[src/rtl/seeprom_pkg.sv]
package seeprom_pkg;

   // control register read layout
   localparam int CB_SCK  = 0;
   localparam int CB_SEL  = 1;
   localparam int CB_DIN  = 2;
   localparam int CB_DOUT = 3;
   localparam int CB_PRES = 8;
   localparam int CB_GNT  = 9;

   // direct fetch register read layout
   localparam int DR_GO     = 0;
   localparam int DR_DONE   = 4;
   localparam int DR_IDX_LO = 8;

   typedef struct packed {
      logic din;
      logic sel;
      logic sck;
   } ctl_bits_t;

endpackage

[src/rtl/seeprom_words.sv]
module seeprom_words #(
   parameter int WORD_W = 16,
   parameter int ADDR_W = 6
) (
   input  logic              clk,
   input  logic              rst_n,
   input  logic              ld_en,
   input  logic [ADDR_W-1:0] ld_addr,
   input  logic [WORD_W-1:0] ld_data,
   input  logic [ADDR_W-1:0] a_addr,
   output logic [WORD_W-1:0] a_word,
   input  logic [ADDR_W-1:0] b_addr,
   output logic [WORD_W-1:0] b_word
);
   localparam int DEPTH = 1 << ADDR_W;

   logic [WORD_W-1:0] words [DEPTH];

   for (genvar w = 0; w < DEPTH; w++) begin : g_word
      logic [WORD_W-1:0] q;
      always_ff @(posedge clk or negedge rst_n) begin
         if (!rst_n)
            q <= '0;
         else if (ld_en && (ld_addr == ADDR_W'(w)))
            q <= ld_data;
      end
      assign words[w] = q;
   end

   assign a_word = words[a_addr];
   assign b_word = words[b_addr];

endmodule

[src/rtl/seeprom_serial.sv]
module seeprom_serial #(
   parameter int              WORD_W = 16,
   parameter int              ADDR_W = 6,
   parameter int              OPC_W  = 3,
   parameter logic [OPC_W-1:0] RD_OPC = 3'b110,
   localparam int             BIT_W  = $clog2(WORD_W),
   localparam int             CTR_W  = ADDR_W + BIT_W
) (
   input  logic             clk,
   input  logic             rst_n,
   input  logic             acc,
   input  logic             sel_new,
   input  logic             sck_new,
   input  logic             din_new,
   input  logic             sck_old,
   output logic             rd_active,
   output logic [CTR_W-1:0] out_ctr
);
   localparam int CMD_LEN = OPC_W + ADDR_W;
   localparam int CNT_W   = $clog2(CMD_LEN + 1);

   logic [CMD_LEN-2:0] shift_q;
   logic [CMD_LEN-1:0] shift_nx;
   logic [CNT_W-1:0]   cnt_q;
   logic [CTR_W-1:0]   ctr_q;
   logic               rd_q;
   logic               rise;
   logic               last_bit;

   assign rise     = acc && sel_new && sck_new && !sck_old;
   assign shift_nx = {shift_q, din_new};
   assign last_bit = (cnt_q == CNT_W'(CMD_LEN - 1));

   always_ff @(posedge clk or negedge rst_n) begin
      if (!rst_n) begin
         shift_q <= '0;
         cnt_q   <= '0;
         ctr_q   <= '0;
         rd_q    <= 1'b0;
      end else if (acc && !sel_new) begin
         shift_q <= '0;
         cnt_q   <= '0;
         ctr_q   <= '0;
         rd_q    <= 1'b0;
      end else if (rise) begin
         shift_q <= shift_nx[CMD_LEN-2:0];
         if (cnt_q != '1)
            cnt_q <= cnt_q + 1'b1;
         if (rd_q) begin
            ctr_q <= ctr_q + 1'b1;
         end else if (last_bit) begin
            ctr_q <= {shift_nx[ADDR_W-1:0], {BIT_W{1'b0}}} - 1'b1;
            rd_q  <= (shift_nx[CMD_LEN-1 -: OPC_W] == RD_OPC);
         end
      end
   end

   assign rd_active = rd_q;
   assign out_ctr   = ctr_q;

endmodule

[src/rtl/seeprom_fetch.sv]
module seeprom_fetch #(
   parameter int WORD_W = 16,
   parameter int ADDR_W = 6,
   parameter int REG_W  = 32
) (
   input  logic              clk,
   input  logic              rst_n,
   input  logic              fetch_wr,
   input  logic              fetch_go,
   input  logic [ADDR_W-1:0] fetch_idx,
   input  logic [WORD_W-1:0] word,
   output logic [REG_W-1:0]  fetch_rdata
);
   import seeprom_pkg::*;

   logic [REG_W-1:0] nx;
   logic [REG_W-1:0] q;

   always_comb begin
      nx = '0;
      nx[DR_IDX_LO +: ADDR_W] = fetch_idx;
      if (fetch_go) begin
         nx[REG_W-1 -: WORD_W] = word;
         nx[DR_DONE]           = 1'b1;
      end
   end

   always_ff @(posedge clk or negedge rst_n) begin
      if (!rst_n)
         q <= '0;
      else if (fetch_wr)
         q <= nx;
   end

   assign fetch_rdata = q;

endmodule

[src/rtl/seeprom_resp.sv]
module seeprom_resp #(
   parameter int              WORD_W = 16,
   parameter int              ADDR_W = 6,
   parameter int              OPC_W  = 3,
   parameter logic [OPC_W-1:0] RD_OPC = 3'b110,
   parameter int              REG_W  = 32
) (
   input  logic                          clk,
   input  logic                          rst_n,
   input  logic                          ctl_wr,
   input  logic [seeprom_pkg::CB_DIN:0]  ctl_wdata,
   output logic [REG_W-1:0]              ctl_rdata,
   input  logic                          ld_en,
   input  logic [ADDR_W-1:0]             ld_addr,
   input  logic [WORD_W-1:0]             ld_data,
   input  logic                          fetch_wr,
   input  logic                          fetch_go,
   input  logic [ADDR_W-1:0]             fetch_idx,
   output logic [REG_W-1:0]              fetch_rdata
);
   import seeprom_pkg::*;

   localparam int BIT_W = $clog2(WORD_W);
   localparam int CTR_W = ADDR_W + BIT_W;

   if (WORD_W != (1 << BIT_W)) begin : g_bad_word
      $error("WORD_W must be a power of two");
   end
   if (REG_W < WORD_W + DR_IDX_LO + ADDR_W) begin : g_bad_reg
      $error("REG_W too narrow for the fetch layout");
   end
   if (REG_W <= CB_GNT) begin : g_bad_ctl
      $error("REG_W too narrow for the control layout");
   end
   if (OPC_W < 1 || ADDR_W < 1) begin : g_bad_cmd
      $error("command fields must be non-empty");
   end

   ctl_bits_t         ctl_q;
   ctl_bits_t         ctl_new;
   logic              rd_active;
   logic [CTR_W-1:0]  out_ctr;
   logic [WORD_W-1:0] ser_word;
   logic [WORD_W-1:0] fetch_word;
   logic              dout;

   assign ctl_new = ctl_bits_t'(ctl_wdata);

   always_ff @(posedge clk or negedge rst_n) begin
      if (!rst_n)
         ctl_q <= '0;
      else if (ctl_wr)
         ctl_q <= ctl_new;
   end

   seeprom_words #(.WORD_W(WORD_W), .ADDR_W(ADDR_W)) u_words (
      .clk     (clk),
      .rst_n   (rst_n),
      .ld_en   (ld_en),
      .ld_addr (ld_addr),
      .ld_data (ld_data),
      .a_addr  (out_ctr[CTR_W-1:BIT_W]),
      .a_word  (ser_word),
      .b_addr  (fetch_idx),
      .b_word  (fetch_word)
   );

   seeprom_serial #(.WORD_W(WORD_W), .ADDR_W(ADDR_W), .OPC_W(OPC_W), .RD_OPC(RD_OPC)) u_serial (
      .clk       (clk),
      .rst_n     (rst_n),
      .acc       (ctl_wr),
      .sel_new   (ctl_new.sel),
      .sck_new   (ctl_new.sck),
      .din_new   (ctl_new.din),
      .sck_old   (ctl_q.sck),
      .rd_active (rd_active),
      .out_ctr   (out_ctr)
   );

   seeprom_fetch #(.WORD_W(WORD_W), .ADDR_W(ADDR_W), .REG_W(REG_W)) u_fetch (
      .clk         (clk),
      .rst_n       (rst_n),
      .fetch_wr    (fetch_wr),
      .fetch_go    (fetch_go),
      .fetch_idx   (fetch_idx),
      .word        (fetch_word),
      .fetch_rdata (fetch_rdata)
   );

   // MSB first: bit index is the complement of the low counter field
   assign dout = rd_active ? ser_word[~out_ctr[BIT_W-1:0]] : 1'b1;

   always_comb begin
      ctl_rdata          = '0;
      ctl_rdata[CB_SCK]  = ctl_q.sck;
      ctl_rdata[CB_SEL]  = ctl_q.sel;
      ctl_rdata[CB_DIN]  = ctl_q.din;
      ctl_rdata[CB_DOUT] = dout;
      ctl_rdata[CB_PRES] = 1'b1;
      ctl_rdata[CB_GNT]  = 1'b1;
   end

endmodule

[config.mk]
export PLATFORM = sky130hd
export DESIGN_NAME = seeprom_resp
export DESIGN_NICKNAME = d
export VERILOG_FILES = /design/src/rtl/seeprom_pkg.sv /design/src/rtl/seeprom_words.sv /design/src/rtl/seeprom_serial.sv /design/src/rtl/seeprom_fetch.sv /design/src/rtl/seeprom_resp.sv
export SDC_FILE = /design/constraint.sdc
export NUM_CORES = 2
export LEC_CHECK = 0
export BUFFER_PORTS_ARGS = -buffer_cell sky130_fd_sc_hd__buf_2
export CAP_MARGIN = 20
export CORE_ASPECT_RATIO = 0.7
export CORE_MARGIN = 10
export CORE_UTILIZATION = 30
export CTS_CLUSTER_DIAMETER = 40
export DETAILED_ROUTE_END_ITERATION = 10
export PLACE_DENSITY_LB_ADDON = 0.2
export SYNTH_ARGS = -nofsm -noshare
export SYNTH_HDL_FRONTEND = slang
export SYNTH_SLANG_ARGS = --single-unit
[constraint.sdc]
create_clock -name clk -period 3 [get_ports clk]
set_input_delay 0.15 -clock clk [delete_from_list [all_inputs] [get_ports clk]]
set_output_delay 0.15 -clock clk [all_outputs]
set_load 0.005 [all_outputs]
-- Word-level counts from Yosys, hierarchy flattened
Cells that the tools add are included.
- add/subtract/negate cells: 3
- $lt $le $gt $ge: 3
- equality and inequality tests: 66
- mux-type cells: 24
- bitwise logic cells: 3
- reductions and logical operators: 76
- operator list (kind ; number):
    binary-select mux 16 bit (select 6 bit) ; 2
    == test 6 bit (second input constant) ; 32
    == test 6 x 5 -> 1 bit (second input constant) ; 16
    two-way mux 16 bit ; 5
    logical AND 1 bit ; 68
    == test 6 x 4 -> 1 bit (second input constant) ; 8
    two-way mux 10 bit ; 4
    == test 6 x 3 -> 1 bit (second input constant) ; 4
    two-way mux 8 bit ; 2
    greater-or-equal comparator 7 bit (second input constant) ; 2
    NOT 6 -> 7 bit ; 2
    == test 6 x 2 -> 1 bit (second input constant) ; 2
    two-way mux 4 bit ; 3
    adder 10 x 1 -> 10 bit (second input constant) ; 1
    subtractor 10 x 1 -> 10 bit (second input constant) ; 1
    two-way mux 1 bit ; 7
    == test 6 x 1 -> 1 bit (second input constant) ; 1
    logical NOT 6 bit ; 1
    < comparator 4 x 5 -> 1 bit (second input constant) ; 1
    adder 4 x 1 -> 4 bit (second input constant) ; 1
    binary-select mux 1 bit (select 4 bit) ; 1
    == test 4 bit (second input constant) ; 1
    inequality test 4 bit (second input constant) ; 1
    NOT 4 bit ; 1
    5 further kinds ; 8
- bits in registers: 1073
- input port bits: 37
- logic and storage cells: 247

-- Logic depth before layout (Yosys ltp)
- depth in word-level cells: 7
- mapped depth: 13
- depth with buffers taken out: 9

-- By module
From an unflattened synthesis, not the netlist that was laid out.
- cells, all modules: 3816
- area, all modules: 57431.3 µm²
- by module, submodules not included (module ; times used ; cells an instance ; area an instance (µm²) ; sequential area each (µm²)):
    seeprom_words ; 1 ; 3527 ; 54616.1 ; 25624.6
    seeprom_serial ; 1 ; 148 ; 1352.5 ; 575.6
    seeprom_fetch ; 1 ; 94 ; 989.7 ; 575.6
    seeprom_resp ; 1 ; 47 ; 473.0 ; 75.1

-- Least setup slack after synthesis
No wires, ideal clock.
- path type: register to output
- start: register u_serial.ctr_q[4], in the netlist u_serial.out_ctr[4]
- end: output ctl_rdata[3]
- arrival time: 2.529 ns
- path slack: 0.321 ns
- stages on the path, launching flop included: 12
- buffers on the path: 4
- cells stage by stage: dfrtp_1 > buf_2 > buf_4 > buf_2 > mux4_2 > a22oi_1 > a21oi_1 > nor4_1 > o22ai_1 > a211oi_1 > o211ai_1 > buf_4
- cells in the longest elaborated chain, start to end: 7
- ends and longest elaborated chain (item ; line ; RTL):
    from (decl) ; seeprom_serial.sv:25 ; logic [CTR_W-1:0] ctr_q;
    from (signal assigned) ; seeprom_serial.sv:50 ; ctr_q <= ctr_q + 1'b1;
    from (signal assigned) ; seeprom_serial.sv:52 ; ctr_q <= {shift_nx[ADDR_W-1:0], {BIT_W{1'b0}}} - 1'b1;
    NOT 6 -> 7 bit (not written as such) ; seeprom_words.sv:30 ; assign a_word = words[a_addr];
    binary-select mux 16 bit (select 6 bit) ; seeprom_words.sv:30 ;
    two-way mux 16 bit (not written as such) (2 in series) ; seeprom_words.sv:30 ;
    binary-select mux 1 bit (select 4 bit) ; seeprom_resp.sv:91 ; assign dout = rd_active ? ser_word[~out_ctr[BIT_W-1:0]] : 1'b1;
    two-way mux 1 bit (not written as such) ; seeprom_resp.sv:91 ;
    two-way mux 1 bit ; seeprom_resp.sv:91 ;
    to (decl) ; seeprom_resp.sv:12 ; output logic [REG_W-1:0] ctl_rdata,
No other way between the ends. The select of a mux whose other input is x is not followed.

-- Worst setup path in the final report
Ends and elaborated chain as after synthesis.

==> metrics.md <==
| Metric | Value |
|---|---|
| Status | `complete, but fails checks` |
| Failing checks | `setup timing` |
| Syn Std Cell Area | `about 57000 um2` |
| Final worst path period share | `138%` |
| Vias in the first global route | `38300` |
| Largest net degree at the start of global routing | `109` |
| Worst-case vdd ir drop | `0.405 mV` |
| Initial antenna violation count | `28` |
| Crit end category | `output pin` |
| CTS clk-pin slew, worst paths | `0.06 ns` |
| Startpoint types | `register` |
| CTS sink cnt | `1073` |
| Die Span Y | `385 um` |
| Root buffer cell | `clkbuf_16` |
| Min Tclk post-route | `4.14 ns` |
| NumNets Final | `4036` |
| Post-layout util | `between 30 and 40%` |
| Per-cell routed wire length | `32.4 um` |
| Clock tree skew after final layout | `0.0504 ns` |
| Mean post-synth cell area | `~15 um2` |
| Synth unique cells | `67` |
| I/O pin cnt | `101` |
| Max Fclk | `242 MHz` |
| M2 GR Usage | `between 20% and 30%` |
| Synth warnings | `0` |
| # DRC | `0` |
| Min-Delay Path Class | `input port to asynchronous set/reset pin` |
| Max Cap Violations | `0` |
| Die area | `209000 um2` |
| H-tree depth | `4` |
| Top FF cell, synth | `dfrtp_1` |
| Final worst slack | `-1.14 ns` |
| Static leakage | `0.0296 uW` |
| Slew margin rel. | `26.2%` |
| CTS buffer count | `around 160` |
| Slew Viols, Final | `0` |
| Layout cells sized above 1 | `58.7%` |
| DR pass1 iterations | `5` |
| Starting Density | `between 30% and 40%` |
| Arrival @ worst endpoint | `3.99 ns` |
| Vias | `37500` |
| First-pass GRT wire length | `305000 um` |
| Final GP Congestion | `0.859` |
| CTS max path bufs | `4` |
| RSZ-0062 raised after global routing | `yes` |
| Routed wire length | `215000 um` |
| Final Hold Viols | `0` |
| Post-synth EDFFs | `0` |
| PortBufs | `63` |
| Via density | `5.67` |
| Sequential fraction of the synthesis area | `47.0%` |
| Row count | `133` |
| Drt first-iter violations | `approximately 3400` |
| Met3 usage | `between 5 and 6%` |
| Global route overflow | `0` |
| Worst-path fanout max | `5` |
| Tot Pwr | `42900 uW` |
| Worst Path Required | `2.85 ns` |
| Fraction of registers with async set/reset | `100%` |
| Number of synthesized register bits | `1073` |
| Worst skew pair latency | `0.82 ns` |
| Cells after synthesis | `3732` |
| Detail Placement HPWL | `142000 um` |
| Grt peak-use layer | `met1` |
| Critical path class | `register to output pin` |
| GR Util All Layers | `20.2%` |
| Worst Max-Slew Pin Slew | `1.11 ns` |
| Placed Area | `62700 um2` |
| Setup violations, final | `1` |
| Core ar. | `189000 um2` |
| Final Cell Area | `69000 um2` |
| Pre-CTS WS | `-1.11 ns` |
| CTS tree | `built` |
| Antenna viol nets, final | `0` |
| M1 GR Usage | `30.1%` |
| Die extent in x | `542 um` |
| Power per cell area | `around 620 nW/um2` |
| P&R area growth vs syn | `20.8%` |
==> cells in the mapped netlist, drive strengths merged (9+ instances only) <==
| cell type | instances | area, um2 |
|---|---|---|
| a21oi | 38 | 190 |
| a22o | 10 | 87.6 |
| a22oi | 51 | 383 |
| buf | 155 | 938 |
| clkbuf | 257 | 966 |
| dfrtp | 1073 | 26900 |
| inv | 25 | 93.8 |
| mux2 | 1042 | 11700 |
| mux2i | 94 | 941 |
| mux4 | 557 | 12500 |
| nand2 | 103 | 387 |
| nand2b | 9 | 56.3 |
| nand3 | 37 | 185 |
| nand4 | 9 | 56.3 |
| nor2 | 57 | 216 |
| nor3 | 16 | 80.1 |
| o21ai | 41 | 205 |
| o221ai | 19 | 166 |
| o22ai | 20 | 125 |
==> metrics by stage <==
| step | setup TNS (ns) | cells | hold slack [ns] |
|---|---|---|---|
| after CTS | -1.26 | 6601 | 0.00525 |
| after global routing | -1.23 | 6608 | 0.0330 |
| final | -1.14 | 6613 | 0.0396 |
| after detailed placement | -1.11 | 6283 | 0.0545 |
| after floorplan | 0 | 3767 | -0.146 |
| after global placement | -1.20 | 6283 | 0.0621 |
==> placed cells by master (no fill, tap or decap), drive strengths merged, types with 8 or more instances in the layout <==
cell and instances:
dfrtp 1073, mux2 1042, mux4 557, buf 456, clkbuf 200, nand2 103
mux2i 94, nor2 57, a22oi 51, inv 48, o21ai 41, a21oi 38
conb 37, nand3 37, clkinv 35, o22ai 20, o221ai 19, dlygate4sd3 18
nor3 16, bufinv 12, a22o 10, clkinvlp 10, nand4 9, nand2b 9
or2 8, nor2b 8, a221oi 8
==> registers in the layout, summed over array words and instances, names as in the netlist <==
register	flops
u_words.g_word.q	1024
u_serial.shift_q	8
u_serial.out_ctr	10
u_serial.cnt_q	4
u_fetch.fetch_rdata	23
ctl_rdata	3
u_serial.rd_active	1
==> cell type report <==
class                      instances  area (um2)
fill                           17900      120000
sequential                      1073       26900
clock inverter                    80         906
clock buffer                     197        4360
inverter                          25        93.8
tap                             2497        3120
multi-input combinational       2257       28800
antenna                            5        12.5
timing repair buffer             479        4830
==> routing by layer <==
metal | vias up | share of wire (%)
met5 | - | 0.055
met4 | 18 | 2.4
met3 | 334 | 7.9
met2 | 1342 | 43
met1 | 20700 | 47
li1 | 15000 | -
==> logic make-up (layout without fill, tap and decap cells) <==
logic type	Yosys count	in the layout	share of synthesized area, %
other cells	2	42	0.0131
mux	1693	1693	44.1
simple gates	279	279	2.29
xor+xnor	7	7	0.107
compound gates	237	237	2.87
flops	1073	1073	47.0
buf+inv	437	781	3.50
fa+ha+maj	4	4	0.0876
==> what timing repair did <==
item	CTS	global route
endpoints found under the hold margin	1104	16
gates resized for setup	51	54
setup buffers	22	6
cloned	3	2
setup endpoints to repair	1	1
hold buffers	17	1
pin swaps	9	18
==> where the power goes <==
part / internal, uW / switching, uW
Sequential: 16400 / 1420
Clock: 11500 / 7450
Combinational: 3520 / 2700
Total: 31400 / 11600
==> critical path, cell delays in order (launching register included) <==
cell and delay (ns):
dfrtp_4 0.51, buf_12 0.16, buf_12 0.14, buf_12 0.14
buf_8 0.13, mux4_2 0.41, a22o_1 0.27, nor4b_2 0.23
buf_4 0.22, nor4_1 0.07, o31a_1 0.12, a211oi_2 0.22
o211ai_1 0.30, buf_2 0.23
==> worst paths after layout <==
path	start	to	slack, ns	depth (start not counted)
setup / recovery	u_serial.out_ctr[4]	ctl_rdata[3]	-1.14	13
hold / removal	rst_n	u_words.g_word[29].q[1]	0.04	3
setup reg to reg	u_words.g_word[63].q[12]	u_fetch.fetch_rdata[28]	0.32	6
hold reg to reg	ctl_rdata[2]	ctl_rdata[2]	0.50	1
max in group asynchronous	rst_n	u_words.g_word[23].q[4]	1.60	3
min in group clk	ld_data[8]	u_words.g_word[41].q[8]	0.05	2
Power figures use the tool's default switching activity.
